File: src/rtl/adcc_pkg.sv
package adcc_pkg;

    typedef logic [1:0] stage_code_t;

    localparam stage_code_t CODE_NEG  = 2'b00;
    localparam stage_code_t CODE_ZERO = 2'b01;
    localparam stage_code_t CODE_POS  = 2'b10;
    localparam stage_code_t CODE_BAD  = 2'b11;

    // +1, 0 or -1 contribution of one stage decision; illegal counts as zero
    function automatic logic code_is_pos(stage_code_t c);
        return c == CODE_POS;
    endfunction

    function automatic logic code_is_neg(stage_code_t c);
        return c == CODE_NEG;
    endfunction

    function automatic logic code_is_bad(stage_code_t c);
        return c == CODE_BAD;
    endfunction

endpackage

File: src/rtl/adcc_stage_delay.sv
module adcc_stage_delay
    import adcc_pkg::*;
#(
    parameter int DEPTH = 1
) (
    input  logic        clk,
    input  logic        rst_n,
    input  stage_code_t din,
    output stage_code_t dout
);

    stage_code_t [DEPTH-1:0] line_d, line_q;

    always_comb begin
        line_d[0] = din;
        for (int i = 1; i < DEPTH; i++) begin
            line_d[i] = line_q[i-1];
        end
    end

    always_ff @(posedge clk or negedge rst_n) begin
        if (!rst_n) begin
            line_q <= {DEPTH{CODE_ZERO}};
        end else begin
            line_q <= line_d;
        end
    end

    assign dout = line_q[DEPTH-1];

endmodule

File: src/rtl/adcc_overlap_sum.sv
module adcc_overlap_sum
    import adcc_pkg::*;
#(
    parameter int NSTAGE = 14,
    parameter int OUT_W  = 14
) (
    input  stage_code_t [NSTAGE-1:0] codes_i,
    output logic [OUT_W-1:0]         word_o,
    output logic                     ovr_o,
    output logic                     err_o
);

    localparam int SUM_W = NSTAGE + 3;
    localparam logic signed [SUM_W-1:0] MID_S = SUM_W'(1) << (OUT_W - 1);
    localparam logic signed [SUM_W-1:0] MAX_S = (SUM_W'(1) << OUT_W) - SUM_W'(1);

    logic signed [SUM_W-1:0] acc;

    always_comb begin
        acc   = MID_S;
        err_o = 1'b0;
        for (int k = 0; k < NSTAGE; k++) begin
            if (code_is_pos(codes_i[k])) begin
                acc = acc + (SUM_W'(1) << (NSTAGE - 1 - k));
            end else if (code_is_neg(codes_i[k])) begin
                acc = acc - (SUM_W'(1) << (NSTAGE - 1 - k));
            end
            if (code_is_bad(codes_i[k])) begin
                err_o = 1'b1;
            end
        end
        if (acc < 0) begin
            word_o = '0;
            ovr_o  = 1'b1;
        end else if (acc > MAX_S) begin
            word_o = '1;
            ovr_o  = 1'b1;
        end else begin
            word_o = acc[OUT_W-1:0];
            ovr_o  = 1'b0;
        end
    end

endmodule

File: src/rtl/adcc_fill_tracker.sv
module adcc_fill_tracker #(
    parameter int FILL = 14
) (
    input  logic clk,
    input  logic rst_n,
    output logic ready_o
);

    localparam int CW = $clog2(FILL + 1);

    typedef struct packed {
        logic [CW-1:0] cnt;
        logic          done;
    } fill_t;

    fill_t st_d, st_q;

    always_comb begin
        st_d = st_q;
        if (!st_q.done) begin
            if (st_q.cnt == CW'(FILL - 1)) begin
                st_d.done = 1'b1;
            end else begin
                st_d.cnt = st_q.cnt + CW'(1);
            end
        end
    end

    always_ff @(posedge clk or negedge rst_n) begin
        if (!rst_n) begin
            st_q <= '0;
        end else begin
            st_q <= st_d;
        end
    end

    assign ready_o = st_q.done | (st_q.cnt == CW'(FILL - 1));

    AST_READY_STAYS: assert property (@(posedge clk) disable iff (!rst_n)
        ready_o |=> ready_o);

endmodule

File: src/rtl/adcc_correct.sv
module adcc_correct
    import adcc_pkg::*;
#(
    parameter int NSTAGE = 14
) (
    input  logic                  clk,
    input  logic                  rst_n,
    input  logic [2*NSTAGE-1:0]   stage_codes_i,
    output logic [NSTAGE-1:0]     word_o,
    output logic                  word_vld_o,
    output logic                  over_range_o,
    output logic                  code_err_o
);

    localparam int OUT_W = NSTAGE;

    typedef struct packed {
        logic [OUT_W-1:0] word;
        logic             vld;
        logic             ovr;
        logic             err;
    } out_t;

    stage_code_t [NSTAGE-1:0] aligned;
    logic [OUT_W-1:0]         sum_word;
    logic                     sum_ovr;
    logic                     sum_err;
    logic                     fill_ready;
    out_t                     out_d, out_q;

    // stage k lags stage 0 by k cycles: delay it by the remainder
    for (genvar k = 0; k < NSTAGE; k++) begin : g_align
        if (k == NSTAGE - 1) begin : g_direct
            assign aligned[k] = stage_codes_i[2*k +: 2];
        end else begin : g_delay
            adcc_stage_delay #(.DEPTH(NSTAGE - 1 - k)) u_dly (
                .clk  (clk),
                .rst_n(rst_n),
                .din  (stage_codes_i[2*k +: 2]),
                .dout (aligned[k])
            );
        end
    end

    adcc_overlap_sum #(.NSTAGE(NSTAGE), .OUT_W(OUT_W)) u_sum (
        .codes_i(aligned),
        .word_o (sum_word),
        .ovr_o  (sum_ovr),
        .err_o  (sum_err)
    );

    adcc_fill_tracker #(.FILL(NSTAGE)) u_fill (
        .clk    (clk),
        .rst_n  (rst_n),
        .ready_o(fill_ready)
    );

    always_comb begin
        out_d = '0;
        if (fill_ready) begin
            out_d.word = sum_word;
            out_d.vld  = 1'b1;
            out_d.ovr  = sum_ovr;
            out_d.err  = sum_err;
        end
    end

    always_ff @(posedge clk or negedge rst_n) begin
        if (!rst_n) begin
            out_q <= '0;
        end else begin
            out_q <= out_d;
        end
    end

    assign word_o       = out_q.word;
    assign word_vld_o   = out_q.vld;
    assign over_range_o = out_q.ovr;
    assign code_err_o   = out_q.err;

    AST_NO_EARLY_VALID: assert property (@(posedge clk) disable iff (!rst_n)
        $past(!rst_n) |=> !word_vld_o);

    AST_OVR_ON_RAIL: assert property (@(posedge clk) disable iff (!rst_n)
        over_range_o |-> (word_o == '0 || word_o == '1));

    AST_QUIET_UNFILLED: assert property (@(posedge clk) disable iff (!rst_n)
        !word_vld_o |-> (word_o == '0 && !over_range_o && !code_err_o));

endmodule

File: config.mk
export PLATFORM = sky130hd
export DESIGN_NAME = adcc_correct
export DESIGN_NICKNAME = d
export VERILOG_FILES = /design/src/rtl/adcc_pkg.sv /design/src/rtl/adcc_stage_delay.sv /design/src/rtl/adcc_overlap_sum.sv /design/src/rtl/adcc_fill_tracker.sv /design/src/rtl/adcc_correct.sv
export SDC_FILE = /design/constraint.sdc
export NUM_CORES = 1
export LEC_CHECK = 0
export BUFFER_PORTS_ARGS = -buffer_cell sky130_fd_sc_hd__buf_2
export CORE_MARGIN = 5
export CORE_UTILIZATION = 25
export CTS_CLUSTER_DIAMETER = 50
export DETAILED_ROUTE_END_ITERATION = 8
export PLACE_DENSITY = 0.42
export SETUP_SLACK_MARGIN = 0.3
export SYNTH_ARGS = -nofsm -noshare
export SYNTH_HDL_FRONTEND = slang
export SYNTH_SLANG_ARGS = --single-unit
File: constraint.sdc
create_clock -name clk -period 6.55 [get_ports clk]
set_input_delay 0.655 -clock clk [delete_from_list [all_inputs] [get_ports clk]]
set_output_delay 0.655 -clock clk [all_outputs]
set_load 0.03 [all_outputs]
# Word level (Yosys, flattened, before mapping)

Cells that the tools add are included.

Word-level logic and storage cells: 222
Bits of input ports: 30
Bits in registers: 204

$lt $le $gt $ge: 2
Eq/ne operators: 29
Multiplexer cells: 49
Add/sub/neg operators: 27
Reductions and logical operators: 15
Bitwise gates (word level): 3

Operators with widths:

| cell                   | number |
|---|---|
| $mux 17                | 28 |
| $eq 2x2->1 const B     | 28 |
| $mux 14                | 3 |
| $logic_not 2->1        | 14 |
| $mux 1                 | 18 |
| $add 17x10->17 const B | 1 |
| $add 17x11->17 const B | 1 |
| $add 17x12->17 const B | 1 |
| $add 17x13->17 const B | 1 |
| $add 17x14->17 const B | 1 |
| $add 17x2->17 const B  | 1 |
| $add 17x3->17 const B  | 1 |
| $add 17x4->17 const B  | 1 |
| $add 17x5->17 const B  | 1 |
| $add 17x6->17 const B  | 1 |
| $add 17x7->17 const B  | 1 |
| $add 17x8->17 const B  | 1 |
| $add 17x9->17 const B  | 1 |
| $gt 17x15->1 const B   | 1 |
| $lt 17x1->1 const B    | 1 |
| $sub 17x10->17 const B | 1 |
| $sub 17x11->17 const B | 1 |
| $sub 17x12->17 const B | 1 |
| $sub 17x13->17 const B | 1 |
| other kinds (14)       | 15 |

# Longest topological paths before layout

Gate-level depths: netlist of run 1.

Word-level depth: 46
Depth in mapped cells: 20
Gate-level depth less buffers: 16

# By module

From an unflattened synthesis of run 1, not the netlist that was laid out.

Cells, all modules: 623
Area, all modules: 8,328.0 sq um

Modules (own cells, without submodules):

| module                                        | seq. area each (sq um) | area an instance (sq um) | cells each | instances |
|---|---|---|---|---|
| adcc_overlap_sum                              | 0.0                    | 2,866.5                  | 386        | 1 |
| adcc_stage_delay at g_align[0].g_delay.u_dly  | 666.9                  | 666.9                    | 26         | 1 |
| adcc_stage_delay at g_align[1].g_delay.u_dly  | 615.6                  | 615.6                    | 24         | 1 |
| adcc_stage_delay at g_align[2].g_delay.u_dly  | 564.3                  | 564.3                    | 22         | 1 |
| adcc_correct                                  | 425.4                  | 551.8                    | 34         | 1 |
| adcc_stage_delay at g_align[3].g_delay.u_dly  | 513.0                  | 513.0                    | 20         | 1 |
| adcc_stage_delay at g_align[4].g_delay.u_dly  | 461.7                  | 461.7                    | 18         | 1 |
| adcc_stage_delay at g_align[5].g_delay.u_dly  | 410.4                  | 410.4                    | 16         | 1 |
| adcc_stage_delay at g_align[6].g_delay.u_dly  | 359.1                  | 359.1                    | 14         | 1 |
| adcc_stage_delay at g_align[7].g_delay.u_dly  | 307.8                  | 307.8                    | 12         | 1 |
| adcc_stage_delay at g_align[8].g_delay.u_dly  | 256.5                  | 256.5                    | 10         | 1 |
| adcc_fill_tracker                             | 125.1                  | 241.5                    | 21         | 1 |
| adcc_stage_delay at g_align[9].g_delay.u_dly  | 205.2                  | 205.2                    | 8          | 1 |
| adcc_stage_delay at g_align[10].g_delay.u_dly | 153.9                  | 153.9                    | 6          | 1 |
| +2 rows                                       | --                     | --                       | --         | -- |

# Worst setup path before layout of run 1

No wires, ideal clock.

Path type: register to register
From: register g_align[10].g_delay.u_dly.line_q, in the netlist g_align[10].g_delay.u_dly.dout[0]
To: register out_q, in the netlist word_o[11]
Path slack: 1.903 ns
Setup time: 0.142 ns
Data arrival time: 4.505 ns
Cell stages (with the launch flop): 18
Buffers on the path: 1
Data required time: 6.408 ns
Cells stage by stage: dfstp_2 -> clkbuf_1 -> o21a_1 -> or2_2 -> ha_1 -> or3b_2 -> a311oi_2 -> nor2_1 -> nor3_1 -> a31oi_1 -> a2111oi_1 -> nand2_1 -> xor2_1 -> nand3b_1 -> a21oi_1 -> a21boi_2 -> a2111oi_0 -> nor3_1

RTL lines:

| element                  | RTL line               | RTL |
|---|---|---|
| start: declaration       | adcc_stage_delay.sv:12 | `stage_code_t [DEPTH-1:0] line_d, line_q;` |
| start signal: assignment | adcc_stage_delay.sv:23 | `line_q <= {DEPTH{CODE_ZERO}};` |
| start signal: assignment | adcc_stage_delay.sv:25 | `line_q <= line_d;` |
| end signal: assignment   | adcc_correct.sv:72     | `out_q <= out_d;` |
| end: declaration         | adcc_correct.sv:29     | `out_t out_d, out_q;` |

==> results of run 1 <==
==> kinds of logic after synthesis <==
group                    count (synthesis)  share of synthesized area, %
buffers and inverters                   36                          1.79
AO/OA/AOI/OAI                          146                          14.4
XOR/XNOR                                65                          7.62
AND/OR/NAND/NOR                        206                          13.6
multiplexers                             6                         0.712
adder cells (fa/ha/maj)                 11                          1.60
flip-flops                             203                          60.3
==> registers in the layout, indices dropped and copies added, names as in the netlist <==
name	cells
g_align.g_delay.u_dly.dout	26
word_vld_o	1
over_range_o	1
word_o	14
u_fill.st_q	4
code_err_o	1
g_align.g_delay.u_dly.line_d	156
==> metal layers <==
metal,GRT usage [%],vias to the layer above
li1,-,2551
met1,11.5,2506
met2,12.9,68
met3,1.59,31
met4,2.61,0
met5,0,-
==> worst min path at each step <==
stage / startpoint / to / slack (ns) / depth (start not counted)
floorplan: g_align[0].g_delay.u_dly.line_d[25] / g_align[0].g_delay.u_dly.dout[1] / 0.33 / 0
global placement: g_align[2].g_delay.u_dly.line_d[5] / g_align[2].g_delay.u_dly.line_d[7] / 0.33 / 0
detailed placement: g_align[0].g_delay.u_dly.line_d[7] / g_align[0].g_delay.u_dly.line_d[9] / 0.33 / 0
CTS: stage_codes_i[14] / g_align[7].g_delay.u_dly.line_d[2] / 0.21 / 1
global route: stage_codes_i[6] / g_align[3].g_delay.u_dly.line_d[2] / 0.21 / 1
finish: stage_codes_i[14] / g_align[7].g_delay.u_dly.line_d[2] / 0.24 / 1
==> worst max-delay path, cell delays in order, from the launching register on <==
cell and delay (ns):
dfstp_2 0.66, o21a_1 0.17, or2_2 0.11, ha_1 0.12, or3b_2 0.48, a311oi_2 0.42, nor2_1 0.11, nor3_1 0.52
a31oi_1 0.22, a2111oi_1 0.53, nand2_1 0.20, xor2_1 0.35, nand3b_1 0.23, a21oi_1 0.29, a21boi_2 0.15, a2111oi_0 0.42
nor3_1 0.11
==> power by group through the flow <==
stage / logic [mW] / clock network, mW / registers (mW)
after global placement: 0.387 / 0 / 1.41
after floorplan: 0.246 / 0 / 1.44
final: 0.384 / 1.35 / 1.39
after CTS: 0.390 / 1.40 / 1.39
after global routing: 0.428 / 1.46 / 1.40
after detailed placement: 0.389 / 0 / 1.41
==> placed cells by master, fill, tap and decap left out, types with 16 or more instances in the layout <==
cell | synthesis | layout
xor2_1 | 21 | 21
a31oi_1 | 16 | 16
nor2_1 | 32 | 32
buf_2 | 6 | 45
nor3_1 | 28 | 28
nand2_1 | 35 | 35
dfrtp_1 | 112 | 112
clkbuf_16 | 0 | 24
xnor2_1 | 35 | 35
dfstp_2 | 91 | 91
==> Yosys cell counts (5+ instances only) <==
cell type / number
a31oi_1: 16
clkbuf_1: 19
o211a_1: 5
or3_1: 7
and3_1: 11
nand4_1: 11
or2_2: 11
nand2_1: 35
buf_2: 6
nor2_1: 32
ha_1: 11
xnor2_1: 35
xor2_1: 21
inv_1: 8
nand3_1: 12
and2_1: 14
mux2i_1: 5
a21oi_1: 11
dfrtp_1: 112
o21ai_0: 14
nand3b_1: 5
dfstp_2: 91
o21ai_1: 8
nor3_1: 28
o2111ai_1: 7
a2111oi_0: 6
==> metrics by stage <==
step	util, %	hold slack, ns	area (µm²)
3_5_place_dp	27.2	0.335	9340
2_1_floorplan	-	0.331	8620
6_report	29.7	0.237	10200
3_3_place_gp	27.2	0.331	9340
5_1_grt	29.7	0.208	10200
4_1_cts	29.7	0.210	10200
==> timing repair <==
action,in CTS,in global routing
setup endpoints to repair,0,0
hold buffers,1,0
endpoints found under the hold margin,1,0
==> final cells by class <==
class	count	area [µm²]	area share (%)
Sequential cell	203	5190	51.0
Timing Repair Buffer	50	284	2.79
Multi-Input combinational cell	434	3270	32.1
Clock buffer	33	694	6.82
Inverter	8	30.0	0.295
Tap cell	455	569	5.59
Clock inverter	11	138	1.35
==> impl_metrics.py, run 1 <==
metrics = {
    "clock_tree": {
        "htreeDepth": 1,
        "cts_setup_buffers": 0,
        "cts_sinks": 203,
        "post_cts_resized": 0,
        "clk_latency_ns": 0.51,
        "cts_tree": "yes",
        "cts_root_buffer": "clkbuf_16",
        "cts_inserted_buffers": 24,
        "clk_path_buf_depth": 3,
        "clk_pin_slew_ns": 0.06,
    },
    "synthesis": {
        "seq_area_frac_synth_pct": 60.3,
        "synth-edff-count": 0,
        "syn_area_mm2": 0.00862,
        "avgSynthCellArea_um2": 12.8,
        "syn_inst": 673,
        "synth-main-ff-cell": "dfrtp_1",
        "yosys_register_bits": 203,
        "async_reset_ff_share_pct": 100,
        "yosysTopAreaCellShare_pct": 32.5,
        "synth_area_leader_cell": "dfrtp_1",
        "synth_area_leaders": "dfrtp_1 33%, dfstp_2 28%, xnor2_1 3.6%",
        "ys_types": 104,
        "yosysWarnings": 0,
        "syn_nets": 714,
    },
    "power_and_ir_drop": {
        "swShare_pct": 25.5,
        "powerDensity_mw_per_mm2": 307,
        "internal-power_mw": 2.33,
        "power.switching_uw": 797,
        "p_leak_nw": 3.94,
        "clockPowerShare_pct": 43.1,
        "finalPower_mw": 3.12,
        "irDropWorstVdd_uv": 209,
        "p_comb_share_pct": 12.3,
        "seqPwrFrac_pct": 44.6,
    },
    "timing": {
        "maxSlewViolCount": 0,
        "min_period_ns": 5.24,
        "finalHoldViolations": 0,
        "tns_ns": 0,
        "setup_viol": 0,
        "clock_skew_ns": 0.00754,
        "worstMarginPinSlew_ns": 0.977,
        "postLayoutSetupSlackWorst_ns": 1.31,
        "max_slew_margin_pct": 34.8,
        "final_min_period_over_clock_period_pct": 79.9,
        "fmax_mhz": 191,
        "grt_setup_unrepaired": "false",
    },
    "die": {
        "initial_core_util_pct": 25.1,
        "num_rows": 68,
        "ios": 47,
        "core_area_mm2": 0.0343,
        "die_y_um": 196,
        "die_w_um": 196,
        "dieArea_mm2": 0.0383,
    },
    "placement": {
        "gp_congestion": 0.740,
        "post-place-ws_ns": 1.33,
        "dp.cells": 1149,
        "post-dp-hpwl_um": 10900,
        "port_buffers": 46,
    },
    "grt": {
        "grt_max_degree": 178,
        "grt_pass1_wl_um": 27000,
        "grt-ovfl-total": 0,
        "grtUsageTotal_pct": 8.25,
        "grt_pass1_vias": 5311,
        "antenna_found_initial": 0,
    },
    "drt": {
        "wl_met1_um": 7660,
        "drc_errors": 0,
        "num_vias": 5156,
        "wl_um": 15800,
        "antenna_left": 0,
        "viasPerCell": 4.32,
        "dr.max_layer_used": "met4",
        "dr.pass1.iters": 4,
        "wl_met2_um": 7200,
        "drtIter0Drc": 208,
        "routed-wl-met3_um": 562,
        "routedWlPerCell_um": 13.3,
    },
    "worst_setup_path": {
        "critPathKind": "reg2reg",
        "cp.arrival_ns": 5.60,
        "rrSetupSlack_ns": 1.31,
        "regToRegEndpoint": "word_o[11]",
        "endpoint_kind": "register",
        "worstPathRequired_ns": 6.91,
        "rr_worst_depth": 16,
        "reg2reg_from": "g_align[9].g_delay.u_dly.dout[0]",
        "worstSetupStartpoint": "g_align[9].g_delay.u_dly.dout[0]",
        "path_max_fanout": 14,
        "critPathCapture": "word_o[11]",
        "startpoint_type": "register",
    },
    "final_layout": {
        "nets": 762,
        "layout.cells.non_filler": 1194,
        "syn_to_final_growth_pct": 18.1,
        "drive_above_1_share_pct": 31.9,
        "num_antenna_cells": 0,
        "fill_cells": 3459,
    },
    "min_path": {
        "hold_class": "in2reg",
    },
    "status": {
        "outcome": "finished clean",
    },
    "job": {
        "max_cap_viol_count": 0,
    },
}
Power figures use the tool's default switching activity.
==> run 2: changes to the inputs <==
Settings changed: ABC_AREA set to 1.
Clock period 6.55 ns to 5.5 ns, I/O delays scaled along.
==> run 2 against run 1 <==
Net effect:
- design area decreased by 1.5%
- register-to-register slack got worse by 0.04 ns
- global-route usage decreased by 0.78 points
- synthesized cell count increased by 29%
- clock power about the same
- combinational power increased by 6.8%
- synthesized area about the same
- routed wire length decreased by 15%
- critical path depth increased by 15
- largest cell class unchanged
- highest routed layer unchanged
==> impl_metrics.py, run 2 <==
metrics = {
    "worst_setup_path": {
        "worstPathRequired_ns": 5.93,
        "path_max_fanout": 13,
        "startpoint_type": "register",
        "cp.arrival_ns": 4.65,
        "endpoint_kind": "register",
        "cp_top_family": "simple AND/OR/NAND/NOR gates",
        "critPathKind": "reg2reg",
        "cp_common_cell": "inv_1",
        "cpMaxStageDelayCell": "dfstp_2",
        "critical_path_buf_inv_count": 8,
        "cp_slowest_stage_delay_ns": 0.55,
    },
    "die": {
        "die_w_um": 196,
        "dieArea_mm2": 0.0382,
        "core_area_mm2": 0.0343,
        "initial_core_util_pct": 25.1,
        "num_rows": 68,
        "ios": 47,
        "die_y_um": 196,
    },
    "power_and_ir_drop": {
        "finalPower_mw": 3.38,
        "p_leak_nw": 4.67,
        "powerDensity_mw_per_mm2": 337,
        "irDropWorstVdd_uv": 245,
    },
    "timing": {
        "tns_ns": 0,
        "clock_skew_ns": 0.0116,
        "maxSlewViolCount": 0,
        "finalHoldViolations": 0,
        "worstMarginPinSlew_ns": 0.916,
        "final_min_period_over_clock_period_pct": 76.7,
        "max_slew_margin_pct": 38.9,
        "grt_setup_unrepaired": "false",
        "fmax_mhz": 237,
        "holdWs_ns": 0.150,
        "setup_viol": 0,
        "min_period_ns": 4.22,
    },
    "final_layout": {
        "layout.cells.non_filler": 1399,
        "syn_to_final_growth_pct": 16.5,
        "fill_cells": 3551,
        "final_cell_mix": "201 x nand2_1, 112 x dfrtp_1, 96 x inv_1",
        "register_area_mm2": 0.00519,
        "drive_above_1_share_pct": 29.0,
        "nets": 970,
        "layout_commonest_cell": "nand2_1",
        "num_antenna_cells": 0,
        "largest_reg_flops": 156,
        "multi_input_area_mm2": 0.00294,
        "fin_area_mm2": 0.0100,
    },
    "clock_tree": {
        "cts_sinks": 203,
        "clk_latency_ns": 0.49,
        "post_cts_resized": 0,
        "clk_pin_slew_ns": 0.06,
        "hold_buffers": 0,
        "cts_tree": "yes",
        "cts_root_buffer": "clkbuf_16",
        "htreeDepth": 1,
        "cts_inserted_buffers": 21,
        "clk_path_buf_depth": 3,
        "cts_setup_buffers": 0,
    },
    "min_path": {
        "hold_class": "in2reg",
    },
    "grt": {
        "grt_max_degree": 122,
        "grt_pass1_vias": 5641,
        "grt-ovfl-total": 0,
        "antenna_found_initial": 0,
        "grt_pass1_wl_um": 25100,
        "grtUsageTotal_pct": 7.46,
    },
    "synthesis": {
        "yosys_register_bits": 203,
        "seq_area_frac_synth_pct": 60.3,
        "yosysWarnings": 0,
        "synth-main-ff-cell": "dfrtp_1",
        "syn_nets": 912,
        "yosysTopAreaCellShare_pct": 32.6,
        "syn_area_mm2": 0.00861,
        "ys_types": 41,
        "async_reset_ff_share_pct": 100,
        "synth-edff-count": 0,
        "syn_inst": 871,
        "synth.most_common_cell": "nand2_1",
        "synth_area_leader_cell": "dfrtp_1",
        "synth_area_leaders": "dfrtp_1 33%, dfstp_2 28%, nand2_1 8.8%",
        "synthTopCellsByCount": "201 x nand2_1, 112 x dfrtp_1, 96 x inv_1, 91 x dfstp_2, 76 x nor2_1",
        "avgSynthCellArea_um2": 9.88,
    },
    "placement": {
        "gp_congestion": 0.730,
        "post-dp-hpwl_um": 9920,
        "port_buffers": 46,
        "dp.cells": 1361,
        "place_area_mm2": 0.00937,
    },
    "job": {
        "max_cap_viol_count": 0,
    },
    "drt": {
        "routedWlPerCell_um": 9.61,
        "drc_errors": 0,
        "dr.pass1.iters": 4,
        "viasPerCell": 3.85,
        "wl_um": 13400,
        "drtIter0Drc": 192,
        "num_vias": 5386,
        "antenna_left": 0,
    },
    "status": {
        "outcome": "finished clean",
    },
}
==> run 2: changes by cell type after synthesis, moves of 12 or more <==
cell / previous run / this run
nand2_1: 35 / 201
inv_1: 8 / 96
nand3_1: 12 / 72
nor2_1: 32 / 76
nand2_2: 0 / 35
xnor2_1: 35 / 8
nor3_1: 28 / 5
nor2_2: 2 / 19
a31oi_1: 16 / 0
and2_1: 14 / 0
nand3_2: 1 / 15
inv_2: 0 / 12
==> run 2: metal layers <==
metal | GRT usage [%] | vias up | wire length, µm
li1 | - | 2851 | -
met1 | 9.98 | 2454 | 6590
met2 | 12.2 | 53 | 6030
met3 | 1.12 | 28 | 433
met4 | 2.87 | 0 | 390
met5 | 0 | - | 0
==> run 2: final cells by class <==
| class | instances | area share [%] |
|---|---|---|
| Tap cell | 455 | 5.68 |
| Timing Repair Buffer | 48 | 2.53 |
| Clock inverter | 5 | 0.574 |
| Inverter | 109 | 4.08 |
| Clock buffer | 33 | 5.99 |
| Sequential cell | 203 | 51.8 |
| Multi-Input combinational cell | 546 | 29.3 |
==> run 2: cells by family after synthesis <==
family	synth area share, %
and+or+nand+nor	26.5
xor gates and xnor gates	3.11
AOI/OAI and AO/OA	2.98
adders and majority gates	1.60
buffers and inverters	5.51
DFF	60.3
==> run 2: final timing paths <==
check,from,end,slack (ns),cells past startpoint
worst min-delay path,stage_codes_i[24],g_align[12].g_delay.u_dly.dout[0],0.15,1
max in group asynchronous,rst_n,g_align[3].g_delay.u_dly.line_d[14],4.20,2
worst max-delay path,g_align[1].g_delay.u_dly.dout[0],word_o[2],1.28,31
min in group asynchronous,rst_n,g_align[1].g_delay.u_dly.line_d[3],0.18,1
worst min register to register,g_align[6].g_delay.u_dly.line_d[5],g_align[6].g_delay.u_dly.line_d[7],0.34,0
worst max register to register,g_align[1].g_delay.u_dly.dout[0],word_o[2],1.28,31
==> run 2: worst register-to-register path, delay by kind of cell, from the launching register on <==
kind                       cells  cell delay, ns
DFF                            1            0.55
adders and majority gates      1            0.27
AOI/OAI and AO/OA              2            0.25
buffers and inverters          8            0.57
and+or+nand+nor               20            2.51
==> run 2: stage by stage <==
stage / utilization [%] / worst slack (ns)
after floorplan: - / 1.91
after global placement: 27.3 / 1.21
after detailed placement: 27.3 / 1.17
after CTS: 29.2 / 1.14
after global routing: 29.2 / 0.604
final: 29.2 / 1.28
==> run 2: power by group <==
| part | internal [mW] | total (mW) | switching, mW |
|---|---|---|---|
| Sequential | 1.61 | 1.64 | 0.0296 |
| Combinational | 0.123 | 0.410 | 0.286 |
| Clock | 0.799 | 1.33 | 0.533 |
| Total | 2.53 | 3.38 | 0.849 |
==> run 3: changes to the inputs <==
Settings changed: ABC_AREA 1 to 0, PLACE_DENSITY 0.42 to 0.44.
Clock period 5.5 ns to 3.5 ns, I/O delays scaled along.
==> run 3 against run 2 <==
Net effect:
- critical endpoint is now word_o[3]
- design area grew 27%
- the run now ends with negative setup slack left
- clock power up 71%
- via count is 13% higher
- die area about the same
- flip-flop and latch count unchanged
- power is 80% higher
- routed wire length increased by 33%
- critical path depth decreased by 13
- worst setup slack lost 2.1 ns
- worst hold slack got worse by 0.057 ns
- first-iteration DRC count decreased by 6.3%
- final cell count is 2.1% higher
==> impl_metrics.py, run 3 (synthesis results as in run 1) <==
metrics = {
    "timing": {
        "min_period_ns": 4.29,
        "finalHoldViolations": 0,
        "clock_skew_ns": 0.00881,
        "worstMarginPinSlew_ns": 0.751,
        "tns_ns": -11.54,
        "grt_setup_unrepaired": "true",
        "setup_viol": 15,
        "fmax_mhz": 233,
        "postLayoutSetupSlackWorst_ns": -0.790,
        "final_min_period_over_clock_period_pct": 123,
        "maxSlewViolCount": 0,
        "max_slew_margin_pct": 49.9,
    },
    "final_layout": {
        "largest_reg_flops": 156,
        "nets": 998,
        "fill_cells": 3361,
        "syn_to_final_growth_pct": 47.3,
        "final_cell_mix": "203 x buf_4, 111 x dfrtp_1, 91 x dfstp_2",
        "layout.cells.non_filler": 1429,
        "layout_commonest_cell": "buf_4",
        "num_antenna_cells": 0,
        "drive_above_1_share_pct": 54.7,
        "post-route-util_pct": 37.0,
    },
    "worst_setup_path": {
        "worstSetupStartpoint": "g_align[1].g_delay.u_dly.dout[1]",
        "critical_path_buf_inv_count": 2,
        "regToRegEndpoint": "word_o[3]",
        "cp_cell_sequence": "or3_4 > and2_4 > ha_4 > nor3b_4 > a31oi_4 > or4_1 > and3_1 > o211a_1 > a311oi_2 > buf_4 > o21ai_2 > a32o_2 > a211oi_2 > a21bo_4 > a21boi_4 > buf_4 > a2111oi_2 > nor3_1",
        "critPathKind": "reg2reg",
        "worstPathRequired_ns": 3.88,
        "cp_top_family": "compound AO/OA/AOI/OAI gates",
        "endpoint_kind": "register",
        "rrSetupSlack_ns": -0.79,
        "cp_slowest_stage_delay_ns": 0.53,
        "crit_cells": 18,
        "cpMaxStageDelayCell": "or4_1",
        "reg2reg_from": "g_align[1].g_delay.u_dly.dout[1]",
        "critPathCapture": "word_o[3]",
        "rr_worst_depth": 18,
        "path_max_fanout": 8,
        "cp_common_cell": "buf_4",
        "cp.arrival_ns": 4.67,
        "startpoint_type": "register",
    },
    "drt": {
        "drc_errors": 0,
        "routedWlPerCell_um": 12.5,
        "num_vias": 6095,
        "wl_um": 17900,
        "drtIter0Drc": 180,
        "antenna_left": 0,
        "dr.pass1.iters": 6,
        "viasPerCell": 4.27,
    },
    "clock_tree": {
        "clk_path_buf_depth": 3,
        "clk_latency_ns": 0.50,
        "cts_inserted_buffers": 23,
        "cts_root_buffer": "clkbuf_16",
        "htreeDepth": 1,
        "cts_tree": "yes",
        "clk_pin_slew_ns": 0.06,
        "cts_sinks": 203,
    },
    "die": {
        "core_area_mm2": 0.0343,
        "num_rows": 68,
        "initial_core_util_pct": 25.1,
        "die_w_um": 196,
        "ios": 47,
        "dieArea_mm2": 0.0383,
        "die_y_um": 196,
    },
    "grt": {
        "grt-ovfl-total": 0,
        "grt_pass1_wl_um": 30300,
        "grtUsageTotal_pct": 9.31,
        "grt_max_degree": 99,
        "grt_pass1_vias": 6115,
        "antenna_found_initial": 0,
    },
    "placement": {
        "post-place-ws_ns": -1.11,
        "post-dp-hpwl_um": 12800,
        "dp.cells": 1329,
        "port_buffers": 46,
        "gp_congestion": 0.763,
    },
    "status": {
        "violations": "negative setup slack",
        "outcome": "finished with violations",
    },
    "min_path": {
        "hold_class": "in2reg",
    },
    "job": {
        "max_cap_viol_count": 0,
    },
    "power_and_ir_drop": {
        "irDropWorstVdd_uv": 423,
        "p_leak_nw": 5.21,
        "powerDensity_mw_per_mm2": 481,
    },
}
[run 3: worst min path at each step]
stage | startpoint | end | cells past startpoint
floorplan | rst_n | code_err_o | 0
global placement | g_align[2].g_delay.u_dly.line_d[5] | g_align[2].g_delay.u_dly.line_d[7] | 0
detailed placement | g_align[0].g_delay.u_dly.line_d[15] | g_align[0].g_delay.u_dly.line_d[17] | 0
CTS | stage_codes_i[26] | word_o[0] | 2
global route | stage_codes_i[26] | word_o[0] | 2
finish | stage_codes_i[26] | word_o[0] | 2
[run 3: layer usage]
metal	vias up	global-route usage (%)	routed length [µm]
li1	3016	-	-
met3	34	1.64	649
met5	-	0	0
met2	86	15.2	8560
met4	0	3.03	465
met1	2959	12.6	8250
[run 3: stage by stage]
step           area [µm²]  hold slack (ns)  power, mW
6_report            12700           0.0928       6.10
5_1_grt             12700            0.100       6.42
3_3_place_gp        10900            0.331       3.63
2_1_floorplan        8830           0.0544       3.20
4_1_cts             12300           0.0789       6.10
3_5_place_dp        10900            0.335       3.65
[run 3: cell type report]
class / instances / area (µm²) / area share (%)
inverter: 8 / 30.0 / 0.237
timing repair buffer: 286 / 2150 / 17.0
clock buffer: 34 / 667 / 5.26
sequential: 203 / 5190 / 40.9
tap: 455 / 569 / 4.49
multi-input combinational: 435 / 4000 / 31.5
clock inverter: 8 / 78.8 / 0.621
[run 3: what timing repair did]
item                                    CTS  global route
setup buffers                            13            17
pin swaps                                24            30
cloned                                    1             0
hold buffers                             27             0
endpoints found under the setup margin   15            15
resized for setup                        57            50
endpoints found under the hold margin    68             0
[run 3: power breakdown]
| part | internal [mW] | total (mW) | leakage (nW) | switching, mW |
|---|---|---|---|---|
| clock network | 1.40 | 2.28 | 0.366 | 0.888 |
| registers | 2.53 | 2.58 | 2.23 | 0.0451 |
| logic | 0.596 | 1.24 | 2.61 | 0.639 |
